### src/rtl/psplit_pkg.sv
// Shared defaults for the instruction start finder.
// Assumes: line sizes are powers of two, hint width equals offset width.
package psplit_pkg;
    localparam int DEF_LINE_BYTES = 16;
    localparam int DEF_SLOTS      = 3;
endpackage

### src/rtl/psplit_predecode.sv
// Fill-side predecode: registers the incoming hints, then walks the line from
// byte 0 one cycle later and stores an end bit on every instruction's last
// byte that falls inside the line. Declares the line ready once written.
// Assumes: hint value h means an instruction of h+1 bytes.
module psplit_predecode #(
    parameter int LINE_BYTES = 16,
    parameter int OFF_W      = $clog2(LINE_BYTES)
) (
    input  logic                        clk,
    input  logic                        rst_n,
    input  logic                        fill_valid_i,
    input  logic [LINE_BYTES*OFF_W-1:0] fill_hint_i,
    output logic [LINE_BYTES-1:0]       end_bits_o,
    output logic                        ready_o
);
    logic [LINE_BYTES*OFF_W-1:0] hint_q;
    logic                        pend_q;
    logic [LINE_BYTES-1:0]       end_q;
    logic                        ready_q;
    logic [LINE_BYTES-1:0]       end_c;

    // Walk the registered hints from byte 0 and place end bits.
    always_comb begin
        int pos;
        int nxt;
        end_c = '0;
        pos   = 0;
        nxt   = 0;
        for (int b = 0; b < LINE_BYTES; b++) begin
            if (b == pos) begin
                nxt = b + int'(hint_q[b*OFF_W +: OFF_W]) + 1;
                for (int e = 0; e < LINE_BYTES; e++) begin
                    if (e + 1 == nxt) end_c[e] = 1'b1;
                end
                pos = nxt;
            end
        end
    end

    // Two-step fill: capture hints, then commit end bits and raise ready.
    always_ff @(posedge clk) begin
        if (!rst_n) begin
            hint_q  <= '0;
            pend_q  <= 1'b0;
            end_q   <= '0;
            ready_q <= 1'b0;
        end else begin
            pend_q <= fill_valid_i;
            if (fill_valid_i) begin
                hint_q  <= fill_hint_i;
                ready_q <= 1'b0;
            end else if (pend_q) begin
                end_q   <= end_c;
                ready_q <= 1'b1;
            end
        end
    end

    assign end_bits_o = end_q;
    assign ready_o    = ready_q;
endmodule

### src/rtl/psplit_slots.sv
// Combinational slot cutter: from an entry offset and the stored end bits,
// chains up to SLOTS instructions in ascending order, flags an unterminated
// instruction and an entry that the end bits do not treat as a boundary.
// Assumes: byte 0 of a line is always a boundary.
module psplit_slots #(
    parameter int LINE_BYTES = 16,
    parameter int SLOTS      = 3,
    parameter int OFF_W      = $clog2(LINE_BYTES),
    parameter int LEN_W      = OFF_W + 1
) (
    input  logic                   en_i,
    input  logic [LINE_BYTES-1:0]  end_bits_i,
    input  logic [OFF_W-1:0]       entry_i,
    output logic [SLOTS-1:0]       vld_o,
    output logic [SLOTS*OFF_W-1:0] start_o,
    output logic [SLOTS*LEN_W-1:0] len_o,
    output logic                   incomplete_o,
    output logic                   mismatch_o
);
    localparam logic [LEN_W-1:0] LINE_END = LEN_W'(LINE_BYTES);

    logic [LEN_W-1:0] cur  [SLOTS+1];
    logic             live [SLOTS+1];
    logic [SLOTS-1:0] inc_v;
    logic [OFF_W-1:0] prev_byte;

    assign prev_byte  = entry_i - 1'b1;
    assign mismatch_o = en_i && (entry_i != '0) && !end_bits_i[prev_byte];
    assign cur[0]     = {1'b0, entry_i};
    assign live[0]    = en_i && !mismatch_o;

    for (genvar s = 0; s < SLOTS; s++) begin : g_slot
        logic             hit;
        logic [LEN_W-1:0] endp;
        logic             in_line;
        logic             v;

        // Lowest set end bit at or above this slot's start.
        always_comb begin
            hit  = 1'b0;
            endp = '0;
            for (int e = LINE_BYTES - 1; e >= 0; e--) begin
                if (end_bits_i[e] && (LEN_W'(e) >= cur[s])) begin
                    hit  = 1'b1;
                    endp = LEN_W'(e);
                end
            end
        end

        assign in_line  = cur[s] < LINE_END;
        assign v        = live[s] && in_line && hit;
        assign inc_v[s] = live[s] && in_line && !hit;
        assign vld_o[s] = v;
        assign start_o[s*OFF_W +: OFF_W] = v ? cur[s][OFF_W-1:0] : '0;
        assign len_o[s*LEN_W +: LEN_W]   = v ? (endp - cur[s] + 1'b1) : '0;
        assign cur[s+1]  = endp + 1'b1;
        assign live[s+1] = v;
    end

    assign incomplete_o = |inc_v;
endmodule

### src/rtl/predecode_splitter.sv
// Top: predecode fill stage plus slot cutter, with registered outputs.
// Assumes: a request is served from the line held at its sampling edge.
module predecode_splitter #(
    parameter int LINE_BYTES = psplit_pkg::DEF_LINE_BYTES,
    parameter int SLOTS      = psplit_pkg::DEF_SLOTS,
    parameter int OFF_W      = $clog2(LINE_BYTES),
    parameter int LEN_W      = OFF_W + 1
) (
    input  logic                        clk,
    input  logic                        rst_n,
    input  logic                        fill_valid_i,
    input  logic [LINE_BYTES*OFF_W-1:0] fill_hint_i,
    input  logic                        req_valid_i,
    input  logic [OFF_W-1:0]            req_entry_i,
    output logic                        line_ready_o,
    output logic [SLOTS-1:0]            slot_valid_o,
    output logic [SLOTS*OFF_W-1:0]      slot_start_o,
    output logic [SLOTS*LEN_W-1:0]      slot_len_o,
    output logic                        incomplete_o,
    output logic                        mismatch_o
);
    logic [LINE_BYTES-1:0]  end_bits;
    logic                   ready;
    logic [SLOTS-1:0]       vld_c;
    logic [SLOTS*OFF_W-1:0] start_c;
    logic [SLOTS*LEN_W-1:0] len_c;
    logic                   inc_c;
    logic                   mm_c;

    psplit_predecode #(.LINE_BYTES(LINE_BYTES), .OFF_W(OFF_W)) u_pre (
        .clk          (clk),
        .rst_n        (rst_n),
        .fill_valid_i (fill_valid_i),
        .fill_hint_i  (fill_hint_i),
        .end_bits_o   (end_bits),
        .ready_o      (ready)
    );

    psplit_slots #(.LINE_BYTES(LINE_BYTES), .SLOTS(SLOTS),
                   .OFF_W(OFF_W), .LEN_W(LEN_W)) u_cut (
        .en_i         (req_valid_i && ready),
        .end_bits_i   (end_bits),
        .entry_i      (req_entry_i),
        .vld_o        (vld_c),
        .start_o      (start_c),
        .len_o        (len_c),
        .incomplete_o (inc_c),
        .mismatch_o   (mm_c)
    );

    // Register the cut result for the decoders.
    always_ff @(posedge clk) begin
        if (!rst_n) begin
            slot_valid_o <= '0;
            slot_start_o <= '0;
            slot_len_o   <= '0;
            incomplete_o <= 1'b0;
            mismatch_o   <= 1'b0;
        end else begin
            slot_valid_o <= vld_c;
            slot_start_o <= start_c;
            slot_len_o   <= len_c;
            incomplete_o <= inc_c;
            mismatch_o   <= mm_c;
        end
    end

    assign line_ready_o = ready;
endmodule

### config.mk
export PLATFORM = sky130hd
export DESIGN_NAME = predecode_splitter
export DESIGN_NICKNAME = d
export VERILOG_FILES = /design/src/rtl/psplit_pkg.sv /design/src/rtl/psplit_predecode.sv /design/src/rtl/psplit_slots.sv /design/src/rtl/predecode_splitter.sv
export SDC_FILE = /design/constraint.sdc
export NUM_CORES = 1
export LEC_CHECK = 0
export CORE_MARGIN = 1
export CORE_UTILIZATION = 30
export DETAILED_ROUTE_END_ITERATION = 12
export DONT_BUFFER_PORTS = 1
export PLACE_DENSITY = 0.44
export SETUP_SLACK_MARGIN = 0.5
export SLEW_MARGIN = 20
export SYNTH_ARGS = -nofsm -noshare
export SYNTH_HDL_FRONTEND = slang
export SYNTH_SLANG_ARGS = --single-unit
export TNS_END_PERCENT = 50
### constraint.sdc
create_clock -name clk -period 10.28 [get_ports clk]
set_input_delay 1.028 -clock clk [delete_from_list [all_inputs] [get_ports clk]]
set_output_delay 1.028 -clock clk [all_outputs]
set_load 0.01 [all_outputs]
==> metrics.csv <==
metric;value;unit
Worst setup EP type;register;
gpl congestion;0.908;
placed cell areas;12800;sq um
R2R Setup Slk;2.29;ns
fin crit period;8.23;ns
initial antenna violation count;0;
Critical Path Max Stage Delay;0.54;ns
global route overflow;0;
CP max-delay cell;or4_1;
Nets;1739;
top post-synthesis cells by area;dfxtp_1 (18%), ha_1 (12%), mux2i_1 (5.3%);
Post-Layout Inst Area;13300;sq um
Avg Inst Size Synth;7.79;sq um
RR Startpoint;u_pre.hint_q[0];
clock skew;0.0295;ns
first-pass GRT wire length;66100;um
Post-Synth XOR/XNOR Area;4.85;%
final hold violation count;0;
PostCTS Resize Cnt;0;
final instance count without filler cells;2087;
adder and majority cell fraction of the synthesized area;12.0;%
Compound-Gate Fraction of Synth Area;30.3;%
FF-to-FF End;u_pre.end_bits_o[6];
IO Count;105;
Pleak;5.17;nW
R2R cell count;20;
Initial Utilization;30.7;%
remaining antenna violation count;0;
pwr dens;156;nW/um^2
share of layout cells above drive strength 1;6.21;%
Synth Instances;1585;
top cells by count, synth;nor2_1 (161), nand2_1 (116), dfxtp_1 (114), ha_1 (114), inv_1 (99);
root buffer cell;clkbuf_16;
Synth Register Bits;114;
yosys warns;0;
Post-Place Worst Slack;1.71;ns
mux cell area share after synthesis;6.36;%
Post-Place Cells;2056;
gr usage total;20.5;%
post-synthesis cell type count;108;
WL per Instance;20.4;um
Synth top area share;18.5;%
Worst Tran Pin Value;1.01;ns
Worst Slack Setup Final;2.05;ns
DR iter-0 viols;894;
CP Launch Type;input pin;
status;complete, no violations;
hpwl dp;33500;um
number of flops mapped to enable cells by yosys;0;
Worst VDD drop;0.127;mV
Setup CP Type;in -> reg;
Reg clk slew, reported paths;0.07;ns
# Max-Cap Violations;0;
area delta synth->final;7.97;%
sequential element share of the synthesized area;18.5;%
post-cts hold buffer count;0;
CTS Buf Count;17;
Core ar.;40200;sq um
fmax;121;MHz
Net Count, Synth;1774;
cell area after synthesis;12300;sq um
worst setup path start;req_entry_i[0];
cell row count;73;
H-Tree Depth;4;
main combinational cell family by area after synthesis;compound AO/OA/AOI/OAI gates;
CTS tree;done;
Max Root-Sink Buffers;2;
Worst Hold Class;reg -> reg;
Synth Area in Simple Gates;22.9;%
# DRC;0;
post-synth top area cell;dfxtp_1;
setup bufs post-CTS;0;
n_diodes;0;
most common cell in the synthesized netlist;nor2_1;
RSZ-0062 raised after global routing;false;
Worst EP arrival;8.56;ns
final setup vio count;0;
critical path peak fanout;10;
# clock sinks;114;
sum of negative setup slack;0;ns
vias in the first global route;11496;
Critical Path RT;10.60;ns
number of port buffers;0;
CP most frequent cell;ha_1;
Slew HR;32.0;%
leading register cell type out of synthesis;dfxtp_1;
Die X;205;um
Final Max Slew Viols;0;
Final period util;80.1;%
ys async rst share;0;%
Die ar.;42000;sq um
Clock Latency Late Sink;0.49;ns
Vias;12186;
WL final;42500;um
largest net degree at the start of global routing;70;
chip height;205;um
critical path capture point;slot_len_o[14];
drt pass-1 iters;6;
Vias/cell;5.84;
## worst min-delay path by stage
| stage | from | to | cells past startpoint |
|---|---|---|---|
| floorplan | u_pre.pend_q | u_pre.ready_o | 2 |
| global placement | u_pre.pend_q | u_pre.ready_o | 2 |
| detailed placement | u_pre.pend_q | u_pre.ready_o | 2 |
| CTS | u_pre.pend_q | u_pre.ready_o | 2 |
| global route | u_pre.pend_q | u_pre.ready_o | 2 |
| finish | u_pre.pend_q | u_pre.ready_o | 2 |
## area by class of cell
class / count / area, sq um
flip-flops and latches: 114 / 2280
well taps: 525 / 657
clock buffers: 19 / 433
clock inverters: 12 / 110
inverters: 101 / 379
multi-input cells: 1314 / 9460
fillers: 4326 / 26900
repair buffers: 2 / 15.0
## where the power goes
part           switching [mW]  total (mW)  leakage, nW  internal [mW]
Combinational           0.646        1.01         3.98          0.366
Clock                   0.242       0.572        0.256          0.330
Sequential             0.0418       0.503        0.934          0.461
## layer usage
layer  part of all wire, %  GRT usage (%)  vias to the layer above  routed length (um)
li1                      -              -                     5916                   -
met1                    47           26.9                     5825               20100
met2                    45           32.3                      371               19100
met3                   4.8           3.75                       74                2020
met4                   3.1           9.39                        0                1320
met5                     0              0                        -                   0
## cells in the final DEF (no fill, tap or decap), types with 8 or more instances in the layout
cell type,n
a211oi_1,9
a21boi_0,11
a21o_1,11
a21oi_1,82
a221o_1,28
a221oi_1,24
a31o_2,9
a31oi_1,32
a41oi_1,9
and2_1,38
and3_1,12
clkbuf_16,17
dfxtp_1,114
ha_1,114
inv_1,99
mux2i_1,65
nand2_1,116
nand2b_1,28
nand3_1,44
nand3b_1,8
nand4_1,23
nor2_1,161
nor2b_1,18
nor3_1,47
nor4_1,10
o2111ai_1,10
o211ai_1,20
o21a_1,16
o21ai_0,82
o21ai_1,9
o221ai_1,15
o31ai_1,12
or2_2,8
or3_1,15
xnor2_1,41
xor2_1,23
## kinds of logic (layout without fill, tap and decap cells)
logic type,after synthesis,count (layout)
flip-flops,114,114
adder cells (fa/ha/maj),117,117
AND/OR/NAND/NOR,563,563
multiplexers,72,72
AO/OA/AOI/OAI,496,496
buffers and inverters,157,134
XOR/XNOR,66,66
## flip-flops by register name, summed over array words and instances, names as in the netlist
signal / flops
u_pre.hint_q: 64
u_pre.end_bits_o: 16
slot_len_o: 15
slot_start_o: 12
slot_valid_o: 3
incomplete_o: 1
mismatch_o: 1
u_pre.pend_q: 1
u_pre.ready_o: 1
## critical path, delay by kind of cell
family / cells / cell delay [ns]
AO/OA/AOI/OAI: 15 / 3.13
AND/OR/NAND/NOR: 8 / 2.21
adder cells (fa/ha/maj): 5 / 1.61
buffers and inverters: 3 / 0.44
XOR/XNOR: 1 / 0.13
## metrics by stage
| stage | hold slack, ns | utilization [%] | power, mW |
|---|---|---|---|
| 6_report | 0.494 | 33.2 | 2.09 |
| 5_1_grt | 0.546 | 33.2 | 2.24 |
| 4_1_cts | 0.497 | 33.2 | 2.10 |
| 3_5_place_dp | 0.487 | 31.8 | 1.50 |
| 3_3_place_gp | 0.486 | 31.8 | 1.52 |
| 2_1_floorplan | 0.462 | - | 1.29 |
No activity file was read; power rests on OpenSTA's default activity.
